## src/rtl/hamming74_pkg.sv

```systemverilog
package hamming74_pkg;

  localparam int DATA_W = 4;

  function automatic int chk_count(input int d);
    int r;
    r = 0;
    while ((1 << r) < d + r + 1) r++;
    return r;
  endfunction

  localparam int CHK_W  = chk_count(DATA_W);
  localparam int CODE_W = DATA_W + CHK_W;
  localparam int DEC_W  = DATA_W + CHK_W + 1;

  typedef logic [DATA_W-1:0] data_t;
  typedef logic [CODE_W-1:0] code_t;
  typedef logic [CHK_W-1:0]  syn_t;

  function automatic bit is_pow2(input int p);
    return (p & (p - 1)) == 0;
  endfunction

  // positions whose index has bit k set
  function automatic code_t cover_mask(input int k);
    code_t m;
    m = '0;
    for (int p = 1; p <= CODE_W; p++)
      if (((p >> k) & 1) == 1) m[p-1] = 1'b1;
    return m;
  endfunction

  function automatic code_t place_data(input data_t d);
    code_t c;
    int j;
    c = '0;
    j = 0;
    for (int p = 1; p <= CODE_W; p++)
      if (!is_pow2(p)) begin
        c[p-1] = d[j];
        j++;
      end
    return c;
  endfunction

  function automatic data_t pick_data(input code_t c);
    data_t d;
    int j;
    d = '0;
    j = 0;
    for (int p = 1; p <= CODE_W; p++)
      if (!is_pow2(p)) begin
        d[j] = c[p-1];
        j++;
      end
    return d;
  endfunction

  function automatic syn_t syndrome_of(input code_t c);
    syn_t s;
    for (int k = 0; k < CHK_W; k++) s[k] = ^(c & cover_mask(k));
    return s;
  endfunction

  function automatic code_t encode_word(input data_t d);
    code_t c;
    c = place_data(d);
    for (int k = 0; k < CHK_W; k++) c[(1 << k) - 1] = ^(c & cover_mask(k));
    return c;
  endfunction

endpackage

```

## src/rtl/ham_pipe_reg.sv

```systemverilog
module ham_pipe_reg #(
  parameter int W = 8
) (
  input  logic         clk,
  input  logic         rst,
  input  logic         in_valid,
  output logic         in_ready,
  input  logic [W-1:0] in_payload,
  output logic         out_valid,
  input  logic         out_ready,
  output logic [W-1:0] out_payload
);

  assign in_ready = !out_valid || out_ready;

  always_ff @(posedge clk) begin
    if (rst) begin
      out_valid <= 1'b0;
    end else if (in_ready) begin
      out_valid <= in_valid;
    end
  end

  always_ff @(posedge clk) begin
    if (in_ready && in_valid) out_payload <= in_payload;
  end

endmodule

```

## src/rtl/ham_enc_core.sv

```systemverilog
module ham_enc_core
  import hamming74_pkg::*;
(
  input  data_t data,
  output code_t code
);

  code_t placed;
  code_t chk_spread;

  assign placed = place_data(data);

  for (genvar p = 0; p < CODE_W; p++) begin : g_pos
    if (is_pow2(p + 1)) begin : g_chk
      assign chk_spread[p] = ^(placed & cover_mask($clog2(p + 1)));
    end else begin : g_dat
      assign chk_spread[p] = 1'b0;
    end
  end

  assign code = placed | chk_spread;

endmodule

```

## src/rtl/ham_dec_core.sv

```systemverilog
module ham_dec_core
  import hamming74_pkg::*;
(
  input  code_t code,
  output data_t data,
  output syn_t  syndrome,
  output logic  error
);

  code_t flip;
  code_t fixed;

  for (genvar k = 0; k < CHK_W; k++) begin : g_syn
    assign syndrome[k] = ^(code & cover_mask(k));
  end

  for (genvar p = 0; p < CODE_W; p++) begin : g_flip
    assign flip[p] = (syndrome == syn_t'(p + 1));
  end

  assign fixed = code ^ flip;
  assign data  = pick_data(fixed);
  assign error = |syndrome;

endmodule

```

## src/rtl/hamming74_codec.sv

```systemverilog
module hamming74_codec (
  input  logic                               clk,
  input  logic                               rst,
  input  logic                               enc_in_valid,
  output logic                               enc_in_ready,
  input  logic [hamming74_pkg::DATA_W-1:0]   enc_in_data,
  output logic                               enc_out_valid,
  input  logic                               enc_out_ready,
  output logic [hamming74_pkg::CODE_W-1:0]   enc_out_code,
  input  logic                               dec_in_valid,
  output logic                               dec_in_ready,
  input  logic [hamming74_pkg::CODE_W-1:0]   dec_in_code,
  output logic                               dec_out_valid,
  input  logic                               dec_out_ready,
  output logic [hamming74_pkg::DATA_W-1:0]   dec_out_data,
  output logic [hamming74_pkg::CHK_W-1:0]    dec_out_syndrome,
  output logic                               dec_out_error
);
  import hamming74_pkg::*;

  code_t enc_code_c;
  data_t dec_data_c;
  syn_t  dec_syn_c;
  logic  dec_err_c;
  logic [DEC_W-1:0] dec_bundle_in;
  logic [DEC_W-1:0] dec_bundle_out;

  ham_enc_core u_enc (
    .data (enc_in_data),
    .code (enc_code_c)
  );

  ham_pipe_reg #(.W(CODE_W)) u_enc_reg (
    .clk        (clk),
    .rst        (rst),
    .in_valid   (enc_in_valid),
    .in_ready   (enc_in_ready),
    .in_payload (enc_code_c),
    .out_valid  (enc_out_valid),
    .out_ready  (enc_out_ready),
    .out_payload(enc_out_code)
  );

  ham_dec_core u_dec (
    .code     (dec_in_code),
    .data     (dec_data_c),
    .syndrome (dec_syn_c),
    .error    (dec_err_c)
  );

  assign dec_bundle_in = {dec_err_c, dec_syn_c, dec_data_c};

  ham_pipe_reg #(.W(DEC_W)) u_dec_reg (
    .clk        (clk),
    .rst        (rst),
    .in_valid   (dec_in_valid),
    .in_ready   (dec_in_ready),
    .in_payload (dec_bundle_in),
    .out_valid  (dec_out_valid),
    .out_ready  (dec_out_ready),
    .out_payload(dec_bundle_out)
  );

  assign dec_out_data     = dec_bundle_out[DATA_W-1:0];
  assign dec_out_syndrome = dec_bundle_out[DATA_W+CHK_W-1:DATA_W];
  assign dec_out_error    = dec_bundle_out[DEC_W-1];

endmodule

```

## config.mk

```make
export PLATFORM = sky130hd
export DESIGN_NAME = hamming74_codec
export DESIGN_NICKNAME = d
export VERILOG_FILES = /design/src/rtl/hamming74_pkg.sv /design/src/rtl/ham_pipe_reg.sv /design/src/rtl/ham_enc_core.sv /design/src/rtl/ham_dec_core.sv /design/src/rtl/hamming74_codec.sv
export SDC_FILE = /design/constraint.sdc
export NUM_CORES = 1
export LEC_CHECK = 0
export ABC_AREA = 0
export ABC_CLOCK_PERIOD_IN_PS = 2100
export CORE_MARGIN = 3
export CORE_UTILIZATION = 29
export CTS_CLUSTER_DIAMETER = 100
export CTS_CLUSTER_SIZE = 25
export DETAILED_ROUTE_END_ITERATION = 8
export PLACE_DENSITY = 0.59
export SLEW_MARGIN = 20
export SYNTH_ARGS = -nofsm -noshare
export SYNTH_HDL_FRONTEND = slang
export SYNTH_HIERARCHICAL = 1
export SYNTH_SLANG_ARGS = --single-unit
export TNS_END_PERCENT = 10
```

## constraint.sdc

```tcl
create_clock -name clk -period 2.1 [get_ports clk]
set_input_delay 0.42 -clock clk [delete_from_list [all_inputs] [get_ports clk]]
set_output_delay 0.42 -clock clk [all_outputs]
set_load 0.02 [all_outputs]
```

==> reports/qor.txt, run 1 <==
run status: completed
worst-skew pair later-pin latency: 280 ps
GRT Max-Usage Layer: met2
Worst Setup End Kind: primary output
total vias in the final route: 495
minimum setup slack in the final design: 75.4 ps
#FFs+latches synth: 17
setup TNS: 0 ps
P_sw: 220 µW
final critical path time including I/O delays and setup: 2020 ps
TritonCTS buffer count: 3
final estimated routing congestion in global placement: 0.743
worst endpoint data arrival time: 1600 ps
Cell Int Power: 618 µW
post-synthesis net count: 68
worst ir drop on vdd: 0.360 mV
number of antenna violations at the first check in global routing: 0
register-to-register setup slack: 1170 ps
setup repair after global routing missed its margin: no
antenna-violating nets left: 0
worst min-delay path category: register to register
number of sinks handled by clock tree synthesis: 17
average routed wire per standard cell: 11.2 µm
Worst Reg-to-Reg Cells: 2
number of max-cap violations: 0
HPWL after detailed placement: 1110 µm
Switching Fraction: 0.262
type of element launching the critical path: input pin
placed cell count: 114
Critical R2R Launch: u_dec_reg/out_valid
antenna cell count: 0
fraction of final layout cells with drive strength greater than 1: 0.148
Max Transition Viols Final: 0
P_leak: 0.000452 µW
total wire length: 1330 µm
Clock power frac: 0.200
CP Data Required Time: 1680 ps
pin count of the biggest net entering global routing: 11
horizontal extent of the die: 59.1 µm
final hold slack: 507 ps
number of primary I/O pins: 36
overall routing resource usage: 0.0799
global routing usage on met2: 0.148
filler instances: 248
initial DRC count: 8
number of core rows: 18
global-route met3 utilization: 0.0283
count of H-tree levels built during CTS: 1
DRC viols: 0
count of instances resized after the clock tree is built: 0
share of the yosys chip area belonging to registers: 0.600
worst-margin pin slew: 411 ps
cell area after layout: 1220 µm²
Worst Hold Depth: 2
placed inst area: 1190 µm²
Synth Instances: 51
Clock Tree Buf Depth: 2
peak clock frequency supported by timing: 494 MHz
most used cells in the layout excluding fill and tap cells: sky130_fd_sc_hd__clkdlybuf4s50_1 (35), sky130_fd_sc_hd__edfxtp_1 (15), sky130_fd_sc_hd__xnor2_1 (10)
Unique masters post-synth: 17
clock transition at the registers of the reported paths: 100 ps
power per unit of standard cell area: 688 nW/µm²
Final Hold Fails: 0
part of the total power dissipated in sequential elements: 0.504
Area Growth Syn to Fin: 49.0%
Post-CTS Setup Bufs: 0
YS warnings: 6
largest driver fanout on the critical path: 3
area enclosed by the die boundary: 3490 µm²
worst slack after detailed placement: 33.8 ps
via density per instance: 4.19
tightest slew margin relative to the limit: 0.724
post-synthesis instance area: 817 µm²
beginning of the worst hold path: u_enc_reg/out_valid
die boundary height: 59.1 µm
proportion of power drawn by combinational gates: 0.295
Core Area: 2570 µm²
mean cell area of the mapped netlist: 16.0 µm²
Remaining Overflow, GRT: 0
number of I/O port buffers: 35
library cell used as clock root buffer: sky130_fd_sc_hd__clkbuf_4
count of nets after finishing: 106
via count of the first global-routing pass: 504
global-route wire length before repair: 2070 µm
terminus of the critical flop-to-flop path: u_dec_reg/out_payload[5]
Hold-fix buffers, CTS: 0
most common library cell in the layout ignoring fill and taps: sky130_fd_sc_hd__clkdlybuf4s50_1
final worst clock skew: 8.86 ps
global routing usage on met1: 0.0814
portion of the clock cycle consumed by the worst path in the final layout: 0.964
Pre-antenna DRT Iters: 3
category of the critical setup timing path: input pin to primary output
endpoints failing setup: 0
Hold Crit Endpoint: u_enc_reg/out_valid
clock tree from TritonCTS: yes
initial cell density of the core: 0.318
final non-filler cell total: 118
## power by group through the flow
stage / Clock (µW) / Combinational, µW / Sequential [µW]
final: 168 / 247 / 422
after global routing: 198 / 262 / 426
after CTS: 178 / 249 / 423
after detailed placement: 0 / 249 / 431
after global placement: 0 / 247 / 430
after floorplan: 0 / 94.9 / 472
## cells by family (layout without fill, tap and decap cells)
group / after synthesis / after routing / synth area share
xor gates and xnor gates: 15 / 15 / 0.225
AOI/OAI and AO/OA: 2 / 2 / 0.0214
buffers and inverters: 6 / 43 / 0.0459
and+or+nand+nor: 11 / 11 / 0.107
DFF: 17 / 17 / 0.600
## worst max-delay path, cell delays in order
cell	delay [ps]
sky130_fd_sc_hd__clkdlybuf4s50_1	450
sky130_fd_sc_hd__nand2b_4	130
sky130_fd_sc_hd__clkdlybuf4s50_1	600
## per-layer routing
| layer | vias up | wire, µm |
|---|---|---|
| met5 | - | 0 |
| met2 | 22 | 692 |
| met1 | 225 | 474 |
| met3 | 0 | 160 |
| li1 | 248 | - |
| met4 | 0 | 0 |
## through the flow
stage,utilization,power (µW)
after floorplan,-,567
after global placement,0.463,677
after detailed placement,0.463,679
after CTS,0.474,850
after global routing,0.474,887
final,0.474,837
## cells in the mapped netlist
| cell | n | share of area |
|---|---|---|
| sky130_fd_sc_hd__nand2_1 | 1 | 0.0046 |
| sky130_fd_sc_hd__nand3b_1 | 2 | 0.018 |
| sky130_fd_sc_hd__a21oi_2 | 2 | 0.021 |
| sky130_fd_sc_hd__nand3_1 | 1 | 0.0061 |
| sky130_fd_sc_hd__buf_4 | 4 | 0.037 |
| sky130_fd_sc_hd__xor3_1 | 3 | 0.087 |
| sky130_fd_sc_hd__nor2_1 | 1 | 0.0046 |
| sky130_fd_sc_hd__xor2_1 | 1 | 0.011 |
| sky130_fd_sc_hd__and2_4 | 2 | 0.021 |
| sky130_fd_sc_hd__xnor2_1 | 10 | 0.11 |
| sky130_fd_sc_hd__nand2b_4 | 2 | 0.034 |
| sky130_fd_sc_hd__edfxtp_1 | 15 | 0.55 |
| sky130_fd_sc_hd__xor2_2 | 1 | 0.020 |
| sky130_fd_sc_hd__dfxtp_1 | 2 | 0.049 |
| sky130_fd_sc_hd__or3_1 | 1 | 0.0077 |
| sky130_fd_sc_hd__inv_1 | 2 | 0.0092 |
| sky130_fd_sc_hd__nand4b_1 | 1 | 0.011 |
## flip-flops by register name, summed over array words and instances (netlist names)
register and cells:
u_dec_reg/out_valid 1, u_enc_reg/out_valid 1, u_enc_reg/out_payload 7, u_dec_reg/out_payload 8
## worst max path at each step
stage | from | endpoint | slack [ps] | cells after the start
2_1_floorplan | dec_in_code[5] | u_dec_reg/out_payload[2] | 670 | 4
3_3_place_gp | dec_in_code[6] | u_dec_reg/out_payload[3] | 50 | 5
3_5_place_dp | dec_in_code[6] | u_dec_reg/out_payload[3] | 30 | 5
4_1_cts | enc_out_ready | enc_in_ready | 60 | 3
6_report | enc_out_ready | enc_in_ready | 80 | 3
5_1_grt | dec_out_ready | dec_in_ready | 50 | 3
## final cells by class
class,instances,area (µm²),area share
Multi-Input combinational cell,28,289,0.237
Clock inverter,1,5.00,0.00411
Inverter,2,7.51,0.00617
Tap cell,30,37.5,0.0308
Sequential cell,17,490,0.403
Timing Repair Buffer,37,365,0.300
Clock buffer,3,22.5,0.0185
Note: power is estimated with default switching activity, not from simulation.
==> inputs of run 2 (changes only) <==
CORE_ASPECT_RATIO = 0.6   (was not set)
==> reports/qor.txt, run 2 (synthesized netlist as in run 1, its figures left out) <==
Pre-antenna DRT Iters: 4 (+1)
Worst Hold Depth: 2 (unchanged)
final critical path time including I/O delays and setup: 2030 ps (+3.24 ps)
worst-skew pair later-pin latency: 250 ps (-30 ps)
P_leak: 0.000465 µW (+2.8%)
number of flip-flops in the largest register: 8 (unchanged)
placed inst area: 1200 µm² (+0.84%)
Switching Fraction: 0.254 (-0.00806)
final hold slack: 507 ps (-0.482 ps)
via density per instance: 4.12 (-1.9%)
multi-input combinational cell area: 289 µm² (unchanged)
TritonCTS buffer count: 3 (unchanged)
clock transition at the registers of the reported paths: 60 ps (-40 ps)
proportion of power drawn by combinational gates: 0.278 (-0.017)
cell at the slowest stage of the critical path: sky130_fd_sc_hd__clkdlybuf4s50_1
Core Area: 2590 µm² (+0.97%)
Area Growth Syn to Fin: 52.5%
minimum setup slack in the final design: 72.1 ps (-3.24 ps)
setup repair after global routing missed its margin: no
cell chain of the critical path: clkdlybuf4s50_1 -> nand2b_4 -> clkdlybuf4s50_1
Most flops, register: u_dec_reg/out_payload
library cell used as clock root buffer: sky130_fd_sc_hd__clkbuf_8
Worst Setup End Kind: primary output
most used cells in the layout excluding fill and tap cells: sky130_fd_sc_hd__clkdlybuf4s50_1 (35), sky130_fd_sc_hd__edfxtp_1 (15), sky130_fd_sc_hd__xnor2_1 (10)
clock tree from TritonCTS: yes
Clock Tree Buf Depth: 2 (unchanged)
worst-margin pin slew: 442 ps (+30.8 ps)
area enclosed by the die boundary: 3510 µm² (+0.60%)
run status: completed
CP Data Required Time: 1680 ps (about the same)
cell repeated most along the worst path: sky130_fd_sc_hd__clkdlybuf4s50_1
count of nets after finishing: 107 (+0.94%)
number of sinks handled by clock tree synthesis: 17 (unchanged)
total vias in the final route: 498 (+0.61%)
filler instances: 238 (-4.0%)
part of the total power dissipated in sequential elements: 0.462 (-0.042)
initial cell density of the core: 0.315 (-0.00307)
worst endpoint data arrival time: 1610 ps (about the same)
tightest slew margin relative to the limit: 0.703 (-0.0207)
global-route met3 utilization: 0.0641 (+0.0358)
overall routing resource usage: 0.0999 (+0.0200)
worst slack after detailed placement: -56.9 ps (-90.7 ps)
Remaining Overflow, GRT: 0 (unchanged)
CP Depth: 3 (unchanged)
most common library cell in the layout ignoring fill and taps: sky130_fd_sc_hd__clkdlybuf4s50_1
Critical R2R Launch: u_dec_reg/out_valid
cell area after layout: 1250 µm² (+2.4%)
Clock power frac: 0.259 (+0.059)
endpoints failing setup: 0 (unchanged)
Worst Reg-to-Reg Cells: 2 (unchanged)
worst min-delay path category: register to register
number of antenna violations at the first check in global routing: 0 (unchanged)
via count of the first global-routing pass: 508 (+0.79%)
Cell Int Power: 681 µW (+10%)
total wire length: 1590 µm (+20%)
DRC viols: 0 (unchanged)
count of instances resized after the clock tree is built: 0 (unchanged)
count of H-tree levels built during CTS: 1 (unchanged)
GRT Max-Usage Layer: met2
fraction of final layout cells with drive strength greater than 1: 0.157 (+0.00958)
horizontal extent of the die: 74.5 µm (+26%)
Hold Crit Endpoint: u_dec_reg/out_valid
antenna-violating nets left: 0 (unchanged)
terminus of the critical flop-to-flop path: u_dec_reg/out_payload[0]
average routed wire per standard cell: 13.2 µm (+17%)
final estimated routing congestion in global placement: 0.729 (-1.8%)
global routing usage on met1: 0.120 (+0.0388)
largest stage delay on the critical path: 600 ps (about the same)
kind of cell with the highest combined delay on the critical path: buffers and inverters
number of buffer and inverter instances along the worst setup path: 2 (unchanged)
initial DRC count: 19 (+11)
register-to-register setup slack: 1180 ps (about the same)
power per unit of standard cell area: 733 nW/µm² (+6.6%)
type of element launching the critical path: input pin
number of max-cap violations: 0 (unchanged)
number of primary I/O pins: 36 (unchanged)
die boundary height: 47.1 µm (-20%)
antenna cell count: 0 (unchanged)
Max Transition Viols Final: 0 (unchanged)
beginning of the worst hold path: u_dec_reg/out_valid
P_sw: 232 µW (+5.8%)
largest driver fanout on the critical path: 3 (unchanged)
sequential standard cell area: 490 µm² (unchanged)
global routing usage on met2: 0.143 (-0.00516)
Final Hold Fails: 0 (unchanged)
category of the critical setup timing path: input pin to primary output
peak clock frequency supported by timing: 493 MHz (-0.16%)
worst ir drop on vdd: 0.264 mV (-27%)
final worst clock skew: 5.67 ps (-3.19 ps)
pin count of the biggest net entering global routing: 11 (unchanged)
Post-CTS Setup Bufs: 0 (unchanged)
number of core rows: 14 (-4)
Top Registers: u_dec_reg/out_payload x8, u_enc_reg/out_payload x7
global-route wire length before repair: 2440 µm (+18%)
number of I/O port buffers: 35 (unchanged)
portion of the clock cycle consumed by the worst path in the final layout: 0.966 (+0.00154)
Hold-fix buffers, CTS: 0 (unchanged)
==> run 2: changes by cell type in the layout (fill, tap and decap cells not counted) <==
cell,change
sky130_fd_sc_hd__buf_4,+1
sky130_fd_sc_hd__clkbuf_8,+3
sky130_fd_sc_hd__clkbuf_4,-3
==> run 2: area by class of cell <==
type,instances,area share
multi-input combinational,28,0.232
inverter,2,0.00602
tap,32,0.0321
clock inverter,1,0.00402
timing repair buffer,38,0.299
clock buffer,3,0.0331
sequential,17,0.394
==> run 2: worst min-delay path, cell delays in order (launching register included) <==
cell	delay (ps)
sky130_fd_sc_hd__dfxtp_1	330
sky130_fd_sc_hd__nand2b_4	80
sky130_fd_sc_hd__a21oi_2	50
==> run 2: worst max-delay path by stage <==
stage	startpoint	end	slack, ps
final	dec_out_ready	dec_in_ready	70
after global routing	enc_out_ready	enc_in_ready	50
after CTS	enc_out_ready	enc_in_ready	60
after detailed placement	dec_in_code[6]	u_dec_reg/out_payload[2]	-60
after global placement	dec_in_code[6]	u_dec_reg/out_payload[1]	-10
after floorplan	dec_in_code[5]	u_dec_reg/out_payload[2]	670
==> run 2: per-layer routing <==
layer	up-vias	wire length (µm)
li1	249	-
met1	225	675
met2	22	717
met3	2	182
met4	0	15
met5	-	0
==> run 2: stage by stage <==
step | util | total power [µW] | setup TNS (ps) | std cells
4_1_cts | 0.481 | 933 | 0 | 121
2_1_floorplan | - | 567 | 0 | 51
6_report | 0.481 | 913 | 0 | 121
3_5_place_dp | 0.463 | 688 | -121 | 117
5_1_grt | 0.481 | 968 | 0 | 121
3_3_place_gp | 0.463 | 685 | -12.3 | 117
==> run 2: power by group through the flow <==
stage / Clock, µW / Sequential [µW] / Combinational, µW
floorplan: 0 / 472 / 94.9
global placement: 0 / 430 / 254
detailed placement: 0 / 431 / 257
CTS: 250 / 423 / 259
global route: 269 / 426 / 273
finish: 237 / 422 / 254
==> inputs of run 3 (changes only) <==
CORE_ASPECT_RATIO = not set   (was 0.6)
==> results of run 3 <==
Final layout, timing and power as in run 1 (identical DEF).
